**config.mk**
```make
export PLATFORM = sky130hd
export DESIGN_NAME = chaos_bit_extractor
export DESIGN_NICKNAME = d
export VERILOG_FILES = /design/src/rtl/cbx_pkg.sv /design/src/rtl/cbx_rst_sync.sv /design/src/rtl/cbx_phase_rotor.sv /design/src/rtl/cbx_lsb_history.sv /design/src/rtl/cbx_fill_tracker.sv /design/src/rtl/chaos_bit_extractor.sv
export SDC_FILE = /design/constraint.sdc
export NUM_CORES = 1
export LEC_CHECK = 0
export BUFFER_PORTS_ARGS = -buffer_cell sky130_fd_sc_hd__buf_2
export CORE_AREA = 2 2 39 41
export CTS_BUF_LIST = sky130_fd_sc_hd__clkbuf_16
export CTS_CLUSTER_DIAMETER = 200
export DETAILED_ROUTE_END_ITERATION = 10
export DIE_AREA = 0 0 41 43
export MAX_ROUTING_LAYER = met4
export SLEW_MARGIN = 20
export SYNTH_ARGS = -nofsm -noshare
export SYNTH_HDL_FRONTEND = slang
export SYNTH_HIERARCHICAL = 1
export SYNTH_SLANG_ARGS = --single-unit
```
**constraint.sdc**
```tcl
create_clock -name clk -period 0.92 [get_ports clk]
set_input_delay 0.046 -clock clk [delete_from_list [all_inputs] [get_ports clk]]
set_output_delay 0.046 -clock clk [all_outputs]
set_load 0.01 [all_outputs]
```
**src/rtl/cbx_pkg.sv**
```systemverilog
package cbx_pkg;

  function automatic logic pick_bit(input logic [31:0] word, input int unsigned idx);
    return word[idx];
  endfunction

  function automatic int unsigned wrap_inc(input int unsigned v, input int unsigned n);
    return (v + 1 >= n) ? 0 : v + 1;
  endfunction

endpackage

```
**src/rtl/cbx_rst_sync.sv**
```systemverilog
module cbx_rst_sync #(
  parameter int unsigned STAGES = 2
) (
  input  logic clk,
  input  logic arst_n,
  output logic rst_n_o
);
  logic [STAGES-1:0] chain_q;

  always_ff @(posedge clk or negedge arst_n) begin
    if (!arst_n) chain_q <= '0;
    else         chain_q <= {chain_q[STAGES-2:0], 1'b1};
  end

  assign rst_n_o = chain_q[STAGES-1];
endmodule

```
**src/rtl/cbx_phase_rotor.sv**
```systemverilog
module cbx_phase_rotor #(
  parameter int unsigned N_SRC = 3,
  localparam int unsigned SEL_W = $clog2(N_SRC)
) (
  input  logic             clk,
  input  logic             rst_n,
  input  logic             adv_i,
  output logic [SEL_W-1:0] sel_o,
  output logic [N_SRC-1:0] phase_o
);
  logic [SEL_W-1:0] sel_q, sel_d;

  always_comb begin
    sel_d = sel_q;
    if (adv_i) sel_d = SEL_W'(cbx_pkg::wrap_inc(int'(sel_q), N_SRC));
  end

  always_ff @(posedge clk or negedge rst_n) begin
    if (!rst_n) sel_q <= '0;
    else        sel_q <= sel_d;
  end

  for (genvar k = 0; k < N_SRC; k++) begin : g_phase
    assign phase_o[k] = (sel_q == SEL_W'(k));
  end

  assign sel_o = sel_q;
endmodule

```
**src/rtl/cbx_lsb_history.sv**
```systemverilog
module cbx_lsb_history #(
  parameter int unsigned DEPTH = 3
) (
  input  logic clk,
  input  logic rst_n,
  input  logic shift_i,
  input  logic bit_i,
  output logic parity_o
);
  logic [DEPTH-1:0] hist_q, hist_d;

  always_comb begin
    hist_d = hist_q;
    if (shift_i) hist_d = {hist_q[DEPTH-2:0], bit_i};
  end

  always_ff @(posedge clk or negedge rst_n) begin
    if (!rst_n) hist_q <= '0;
    else        hist_q <= hist_d;
  end

  assign parity_o = ^hist_q;
endmodule

```
**src/rtl/cbx_fill_tracker.sv**
```systemverilog
module cbx_fill_tracker #(
  parameter int unsigned DEPTH = 3,
  localparam int unsigned CNT_W = $clog2(DEPTH + 1)
) (
  input  logic clk,
  input  logic rst_n,
  input  logic adv_i,
  output logic full_o
);
  logic [CNT_W-1:0] cnt_q, cnt_d;
  logic             full;

  assign full = (cnt_q == CNT_W'(DEPTH));

  always_comb begin
    cnt_d = cnt_q;
    if (adv_i && !full) cnt_d = cnt_q + 1'b1;
  end

  always_ff @(posedge clk or negedge rst_n) begin
    if (!rst_n) cnt_q <= '0;
    else        cnt_q <= cnt_d;
  end

  assign full_o = full;
endmodule

```
**src/rtl/chaos_bit_extractor.sv**
```systemverilog
module chaos_bit_extractor #(
  parameter int unsigned N_SRC       = 3,
  parameter int unsigned CODE_W      = 4,
  parameter int unsigned TAP_BIT     = 0,
  parameter int unsigned SYNC_STAGES = 2,
  localparam int unsigned SEL_W      = $clog2(N_SRC)
) (
  input  logic              clk,
  input  logic              rst_n,
  input  logic              en_i,
  input  logic [CODE_W-1:0] code_i,
  output logic [SEL_W-1:0]  sel_o,
  output logic [N_SRC-1:0]  phase_en_o,
  output logic              rand_o,
  output logic              rand_vld_o
);
  logic rst_int_n;
  logic kept_bit;

  assign kept_bit = cbx_pkg::pick_bit(32'(code_i), TAP_BIT);

  cbx_rst_sync #(.STAGES(SYNC_STAGES)) u_rst (
    .clk(clk), .arst_n(rst_n), .rst_n_o(rst_int_n)
  );

  cbx_phase_rotor #(.N_SRC(N_SRC)) u_rotor (
    .clk(clk), .rst_n(rst_int_n), .adv_i(en_i),
    .sel_o(sel_o), .phase_o(phase_en_o)
  );

  cbx_lsb_history #(.DEPTH(N_SRC)) u_hist (
    .clk(clk), .rst_n(rst_int_n), .shift_i(en_i),
    .bit_i(kept_bit), .parity_o(rand_o)
  );

  cbx_fill_tracker #(.DEPTH(N_SRC)) u_fill (
    .clk(clk), .rst_n(rst_int_n), .adv_i(en_i), .full_o(rand_vld_o)
  );
endmodule

```
### Word level (Yosys, flattened, before mapping)

Cells that the tools add are included.

| storage, ports and cells | value |
|---|---|
| bits in registers | 9 |
| input port bits | 7 |
| logic and storage cells | 15 |

| cells by class | value |
|---|---|
| add/subtract/negate cells | 2 |
| $lt $le $gt $ge | 1 |
| eq/ne operators | 3 |
| mux-type cells | 1 |
| reduce and logical (&&, ||, !) cells | 4 |

Operator list:

| cell | number |
|---|---|
| $eq A2 B2 Y1 const B | 2 |
| $add A2 B1 Y3 const B | 1 |
| $ge A3 B2 Y1 const B | 1 |
| $reduce_xor A3 Y1 | 1 |
| $add A2 B1 Y2 const B | 1 |
| $eq A2 B1 Y1 const B | 1 |
| $logic_not A2 Y1 | 1 |
| $mux W2 | 1 |
| $logic_and A1 B1 Y1 | 1 |
| $logic_not A1 Y1 | 1 |

### Longest topological paths before layout

Gate-level depths: netlist of run 1.

| logic depth | value |
|---|---|
| word-level depth | 3 |
| depth in mapped cells | 3 |
| gate-level depth less buffers | 3 |

### Cells and area by module

The synthesis of run 1 kept the hierarchy.

By module, submodules not included:

| module | instances | cells an instance | area each (um2) |
|---|---|---|---|
| cbx_lsb_history | 1 | 7 | 132.6 |
| cbx_fill_tracker | 1 | 6 | 100.1 |
| cbx_phase_rotor | 1 | 7 | 98.8 |
| cbx_rst_sync | 1 | 3 | 53.8 |

### Worst setup path after synthesis of run 1

OpenSTA, ideal clock, no wires.

| timing path | value |
|---|---|
| path type | flip-flop to flip-flop |
| start point | register u_fill.cnt_q[0] |
| end point | register u_fill.cnt_q[1] |
| arrival | 1.051 ns |
| required time | 0.795 ns |
| path slack | -0.256 ns |
| cell stages (with the launch flop) | 4 |
| buffers on the path | 0 |
| clock period less this slack | 1.176 ns |
| path through | dfrtp_1 -> ha_1 -> nand2b_4 -> mux2_4 |

| between the ends | value |
|---|---|
| cells in the longest elaborated chain, start to end | 3 |
| elaborated cells on any way between the ends | 4 |
| those cells by class | add/sub: 1; eq/ne: 1; reduce/logical: 2 |

RTL lines:

| what | RTL line | RTL |
|---|---|---|
| from (decl) | cbx_fill_tracker.sv:10 | `logic [CNT_W-1:0] cnt_q, cnt_d;` |
| from (signal assigned) | cbx_fill_tracker.sv:22 | `else cnt_q <= cnt_d;` |
| $eq A2 B2 Y1 | cbx_fill_tracker.sv:13 | `assign full = (cnt_q == CNT_W'(DEPTH));` |
| named net rand_vld_o | chaos_bit_extractor.sv:15 | `output logic rand_vld_o` |
| $logic_not A1 Y1 | cbx_fill_tracker.sv:17 | `if (adv_i && !full) cnt_d = cnt_q + 1'b1;` |
| $logic_and A1 B1 Y1 | cbx_fill_tracker.sv:17 |  |

The timed path passes the listed nets, and every way through them passes these cells.
A chain may end at the register's enable or synchronous reset.

### Final worst setup path of run 1

| timing path | value |
|---|---|
| start point | register u_hist.hist_q[0] |
| end point | output port rand_o |

| between the ends | value |
|---|---|
| cells in the longest elaborated chain, start to end | 1 |

RTL lines:

| what | RTL line | RTL |
|---|---|---|
| from (decl) | cbx_lsb_history.sv:10 | `logic [DEPTH-1:0] hist_q, hist_d;` |
| from (signal assigned) | cbx_lsb_history.sv:19 | `else hist_q <= hist_d;` |
| $reduce_xor A3 Y1 | cbx_lsb_history.sv:22 | `assign parity_o = ^hist_q;` |
| to (decl) | chaos_bit_extractor.sv:14 | `output logic rand_o,` |

No other way between the ends.

==> run_results.csv, run 1 <==
group,metric,value,unit
finish,ff_latch_area,226,um^2
floorplan,coreArea,0.00138,mm^2
timing,slew_viol_final,0,
critical_path,cpLargestDelayFamily,"flip-flops",
critical_path,worstPathCellList,"xor3_1 > buf_2",
status,violations,"setup timing",
run,drv_cap,0,
routing,drc_errors,0,
yosys,synth_top_area_cell,"dfrtp_1",
routing,drtAntennaViolNets,0,
finish,drive_gt1_share,71.7,%
status,outcome,"finished, violations left",
routing,wl,756,um
critical_path,cp.arrival,1100,ps
floorplan,die_w,41,um
critical_path,crit_end,"rand_o",
global_routing,track_usage,11.8,%
floorplan,die_area,0.00176,mm^2
clock_network,cts_made_buffers,3,
routing,vias,259,
global_routing,grt_antenna_before_repair,0,
routing,viasPerCell,4.18,
yosys,synth_area_leaders,"dfrtp_1 (58%), mux2_2 (8.8%), xor3_1 (6.2%)",
timing,period_needed,1150,ps
hold_path,hold_class,"in -> reg",
power_and_ir_drop,ir_worst_vdd,1.49,mV
critical_path,critical_path_class,"reg -> out",
routing,dr.first_iter.drc_count,0,
clock_network,clkLatencyLatePin,230,ps
placement,dpl.hpwl,501,um
floorplan,pin_count,14,
global_routing,grt_pass1_wl,1.21,mm
yosys,syn_area,385,um^2
routing,first_pass_iters,1,
clock_network,clk_path_buf_depth,2,
power_and_ir_drop,leakage,0.331,nW
timing,rsz0062_at_grt,"true",
finish,mostFrequentLayoutCells,"buf_2 (8), dfrtp_1 (8), buf_4 (6)",
yosys,ys_ff_latch,9,
yosys,syn_inst,23,
finish,fillers,135,
floorplan,num_rows,14,
clock_network,cts.clk_slew.worst_paths,40,ps
finish,design_area,647,um^2
placement,gp_congestion,0.571,
critical_path,critical_path_buf_inv_count,1,
global_routing,grt_max_degree,8,
critical_path,crit_path_end_kind,"output port",
critical_path,cp.depth,2,
critical_path,r2r_slack,-220,ps
yosys,synth.distinct_cells,12,
timing,clock_skew,1.01,ps
critical_path,r2r_end,"u_fill/cnt_q[1]$_DFFE_PN0P_",
yosys,yosys_warnings,6,
global_routing,grt-ovfl-total,0,
finish,n_antenna_cell,0,
clock_network,root_buffer,"clkbuf_16",
yosys,syn-num-nets,31,
critical_path,crit_path_max_incr_delay,380,ps
floorplan,die_height,43,um
timing,finalCritPeriodShare,125,%
power_and_ir_drop,power.density,3640,mW/mm^2
finish,area_growth,67.9,%
finish,multi_input_area,181,um^2
yosys,ys_seq_area_share,58.4,%
critical_path,cp.required,870,ps
clock_network,clock-sinks,9,
floorplan,initial_core_util,27.8,%
timing,fmax,871,MHz
finish,final_core_util,46.7,%
finish,nNetsFinal,55,
placement,port_buffers,10,
global_routing,grt_pass1_vias,276,
placement,placed_area,485,um^2
critical_path,cpMaxStageDelayCell,"dfrtp_1",
critical_path,reg2reg_from,"u_fill/cnt_q[1]$_DFFE_PN0P_",
timing,setup_viol,8,
yosys,synth_top_area_share,58.4,%
yosys,syn_area_per_cell,16.8,um^2
timing,setup_slack,-229,ps
clock_network,cts_tree,"yes",
timing,hold_violations,0,
clock_network,htree_levels,1,
critical_path,crit_start,"u_hist/hist_q[0]$_DFFE_PN0P_",
timing,fin_hold_ws,61.9,ps
routing,wire_per_inst,12.2,um
critical_path,ff2ff_path_depth,3,
critical_path,crit_fanout,2,
critical_path,start_kind,"flop",
==> per-layer routing <==
| layer | routed length (um) | share of wire [%] | GRT usage, % |
|---|---|---|---|
| met5 | 0 | 0 | - |
| met4 | 25 | 3.3 | 10.0 |
| met3 | 63 | 8.3 | 6.28 |
| met2 | 378 | 50 | 15.3 |
| met1 | 290 | 38 | 12.5 |
==> registers in the layout, summed over array words and instances, names as in the netlist <==
signal,flops
u_fill/cnt_q,2
u_hist/hist_q,3
u_rotor/sel_o,2
u_rst/chain_q,2
==> worst reg2reg max path: stages (launching register included) <==
cell and delay (ps):
dfrtp_1 380, ha_2 200, nand2b_4 150, mux2_4 290
==> worst min-delay path by stage <==
stage / from / end / slack (ps) / cells after the start
5_1_grt: code_i[0] / u_hist/hist_q[0]$_DFFE_PN0P_ / 70 / 2
3_3_place_gp: rst_n / u_rst/chain_q[0]$_DFF_PN0_ / -170 / 1
3_5_place_dp: rst_n / u_rst/chain_q[1]$_DFF_PN0_ / -160 / 1
6_report: code_i[0] / u_hist/hist_q[0]$_DFFE_PN0P_ / 60 / 2
2_1_floorplan: rst_n / u_rst/chain_q[0]$_DFF_PN0_ / -250 / 0
4_1_cts: code_i[0] / u_hist/hist_q[0]$_DFFE_PN0P_ / 50 / 2
==> Yosys cell counts, drive strengths merged <==
library cell,number
conb,1
mux2,6
ha,1
nor2,1
nor2b,2
xor3,1
dfrtp,9
nand2b,1
xnor2,1
==> report_power, final <==
group / internal (mW) / switching (mW) / leakage, nW
Combinational: 0.656 / 0.329 / 0.183
Clock: 0.566 / 0.169 / 0.0423
Sequential: 0.520 / 0.117 / 0.105
==> through the flow <==
| stage | setup TNS [ps] | total power [mW] | instances | worst slack, ps |
|---|---|---|---|---|
| 2_1_floorplan | -264 | 1.07 | 23 | -201 |
| 3_3_place_gp | -288 | 1.31 | 52 | -171 |
| 3_5_place_dp | -364 | 1.34 | 52 | -193 |
| 4_1_cts | -942 | 2.25 | 60 | -240 |
| 5_1_grt | -1230 | 2.53 | 62 | -269 |
| 6_report | -926 | 2.36 | 62 | -229 |
==> area by class of cell <==
class                           instances  area share [%]
Sequential cell                         9            35.0
Multi-Input combinational cell         14            28.0
Timing Repair Buffer                   19            21.7
Clock buffer                            3            11.6
Tap cell                               16            3.09
Clock inverter                          1           0.580
==> kinds of logic after synthesis <==
| family | after synthesis | share of synthesized area, % |
|---|---|---|
| xor+xnor | 2 | 8.44 |
| mux | 6 | 18.5 |
| flops | 9 | 58.4 |
| other cells | 1 | 0.973 |
| simple gates | 4 | 10.4 |
| fa+ha+maj | 1 | 3.25 |
==> what timing repair did <==
item                       4_1_cts  5_1_grt
hold buffers                     1        0
hold endpoints to repair         2        0
buffers inserted                 3        5
cloned                           0        0
pin swaps                        2        2
setup endpoints to repair        8       11
gates resized for setup          5        3
Note: power is estimated with default switching activity, not from simulation.
==> inputs of run 2 (changes only) <==
==> constraint.sdc (replaced) <==
create_clock -name clk -period 1.1 [get_ports clk]
set_input_delay 0.055 -clock clk [delete_from_list [all_inputs] [get_ports clk]]
set_output_delay 0.055 -clock clk [all_outputs]
set_load 0.01 [all_outputs]
==> run 2 against run 1 <==
Compared with the run above: the run still ends with setup timing left; via count down 10%; combinational power down 36%; final cell count down 8.1%; global-route usage down 1.4 points; utilization down 4.9 points; count of clock-buffer cells in the layout unchanged.
==> run_results.csv, run 2 (same netlist as run 1, synthesis figures left out) <==
group,metric,value,unit
status,outcome,"finished, violations left",
status,violations,"setup timing",
clock_network,clkLatencyLatePin,230,ps
routing,dr.first_iter.drc_count,1,
finish,nNetsFinal,50,
run,drv_cap,0,
clock_network,cts_made_buffers,3,
timing,rsz0062_at_grt,"true",
critical_path,cp.required,1040,ps
timing,fmax,864,MHz
finish,mostFrequentLayoutCells,"buf_2 (9), dfrtp_1 (9), clkbuf_16 (3), mux2_2 (3)",
routing,viasPerCell,4.09,
floorplan,pin_count,14,
clock_network,clk_path_buf_depth,2,
floorplan,initial_core_util,27.8,%
routing,wire_per_inst,11.4,um
finish,n_antenna_cell,0,
critical_path,critical_path_class,"reg -> out",
global_routing,track_usage,10.4,%
finish,multi_input_area,163,um^2
timing,period_needed,1160,ps
floorplan,die_height,43,um
routing,vias,233,
placement,pre_cts_slack,-24.4,ps
timing,setup_slack,-57.0,ps
finish,area_growth,50.3,%
global_routing,grt_max_degree,8,
finish,top_register,"u_hist/hist_q",
timing,finalCritPeriodShare,105,%
floorplan,num_rows,14,
placement,placed_area,473,um^2
timing,slew_viol_final,0,
floorplan,die_area,0.00176,mm^2
timing,hold_violations,0,
finish,fillers,134,
finish,largest_reg_flops,3,
timing,clock_skew,0.617,ps
critical_path,crit_path_end_kind,"output port",
power_and_ir_drop,ir_worst_vdd,1.23,mV
routing,drc_errors,0,
routing,wl,648,um
placement,dpl.hpwl,479,um
global_routing,grt_pass1_vias,270,
global_routing,grt_pass1_wl,1.13,mm
finish,drive_gt1_share,58.5,%
critical_path,start_kind,"flop",
global_routing,grt_antenna_before_repair,0,
routing,first_pass_iters,2,
finish,design_area,579,um^2
power_and_ir_drop,leakage,0.287,nW
finish,final_cell_count_no_fill,57,
routing,drtAntennaViolNets,0,
hold_path,hold_class,"in -> reg",
clock_network,cts.clk_slew.worst_paths,40,ps
timing,fin_hold_ws,41.9,ps
clock_network,htree_levels,1,
critical_path,cp.arrival,1100,ps
floorplan,coreArea,0.00138,mm^2
clock_network,clock-sinks,9,
floorplan,die_w,41,um
placement,port_buffers,10,
global_routing,grt-ovfl-total,0,
power_and_ir_drop,power.density,3090,mW/mm^2
critical_path,crit_fanout,2,
clock_network,cts_tree,"yes",
finish,ff_latch_area,225,um^2
timing,setup-tns-final,-102,ps
timing,setup_viol,2,
placement,dpl.cell_count,51,
clock_network,root_buffer,"clkbuf_16",
placement,gp_congestion,0.641,
[run 2: metal layers]
metal	part of all wire, %	GRT usage, %	vias to the layer above	wire length [um]
met2	48	15.0	10	310
met5	0	-	-	0
met4	0.93	8.00	0	6
met3	9.9	3.66	2	64
met1	41	11.1	110	267
li1	-	-	111	-
[run 2: cell type report]
type                       count  area share (%)
clock inverter                 1           0.648
clock buffer                   3            13.0
multi-input combinational     14            28.1
tap                           16            3.46
timing repair buffer          14            16.0
sequential                     9            38.9
[run 2: final timing paths]
path / slack [ps] / to / startpoint / cells past startpoint
max: -60 / rand_o / u_hist/hist_q[2]$_DFFE_PN0P_ / 2
min: 40 / u_hist/hist_q[0]$_DFFE_PN0P_ / code_i[0] / 2
max reg2reg: -50 / u_fill/cnt_q[1]$_DFFE_PN0P_ / u_fill/cnt_q[1]$_DFFE_PN0P_ / 3
min reg2reg: 110 / u_hist/hist_q[2]$_DFFE_PN0P_ / u_rst/chain_q[1]$_DFF_PN0_ / 0
max in group asynchronous: 760 / u_fill/cnt_q[0]$_DFFE_PN0P_ / u_rst/chain_q[1]$_DFF_PN0_ / 0
min in group asynchronous: 110 / u_hist/hist_q[2]$_DFFE_PN0P_ / u_rst/chain_q[1]$_DFF_PN0_ / 0
[run 2: report_power, final]
group,total [mW],leakage [nW],switching [mW],internal (mW)
clock network,0.631,0.0423,0.156,0.475
registers,0.530,0.107,0.0988,0.431
logic,0.627,0.138,0.230,0.397
[run 2: through the flow]
step	power [mW]	utilization, %
after global placement	1.08	34.2
after global routing	1.92	41.9
after detailed placement	1.11	34.2
after CTS	1.82	41.9
final	1.79	41.9
after floorplan	0.879	-
[run 2: critical path, stage by stage, from the launching register on]
cell	delay (ps)
dfrtp_1	390
xor3_1	340
buf_2	150
[run 2: repair_timing]
| item | 4_1_cts | 5_1_grt |
|---|---|---|
| setup buffers | 1 | 0 |
| endpoints found under the hold margin | 2 | 0 |
| hold buffers | 1 | 0 |
| pin swaps | 1 | 0 |
| resized for setup | 2 | 0 |
| setup endpoints to repair | 3 | 3 |
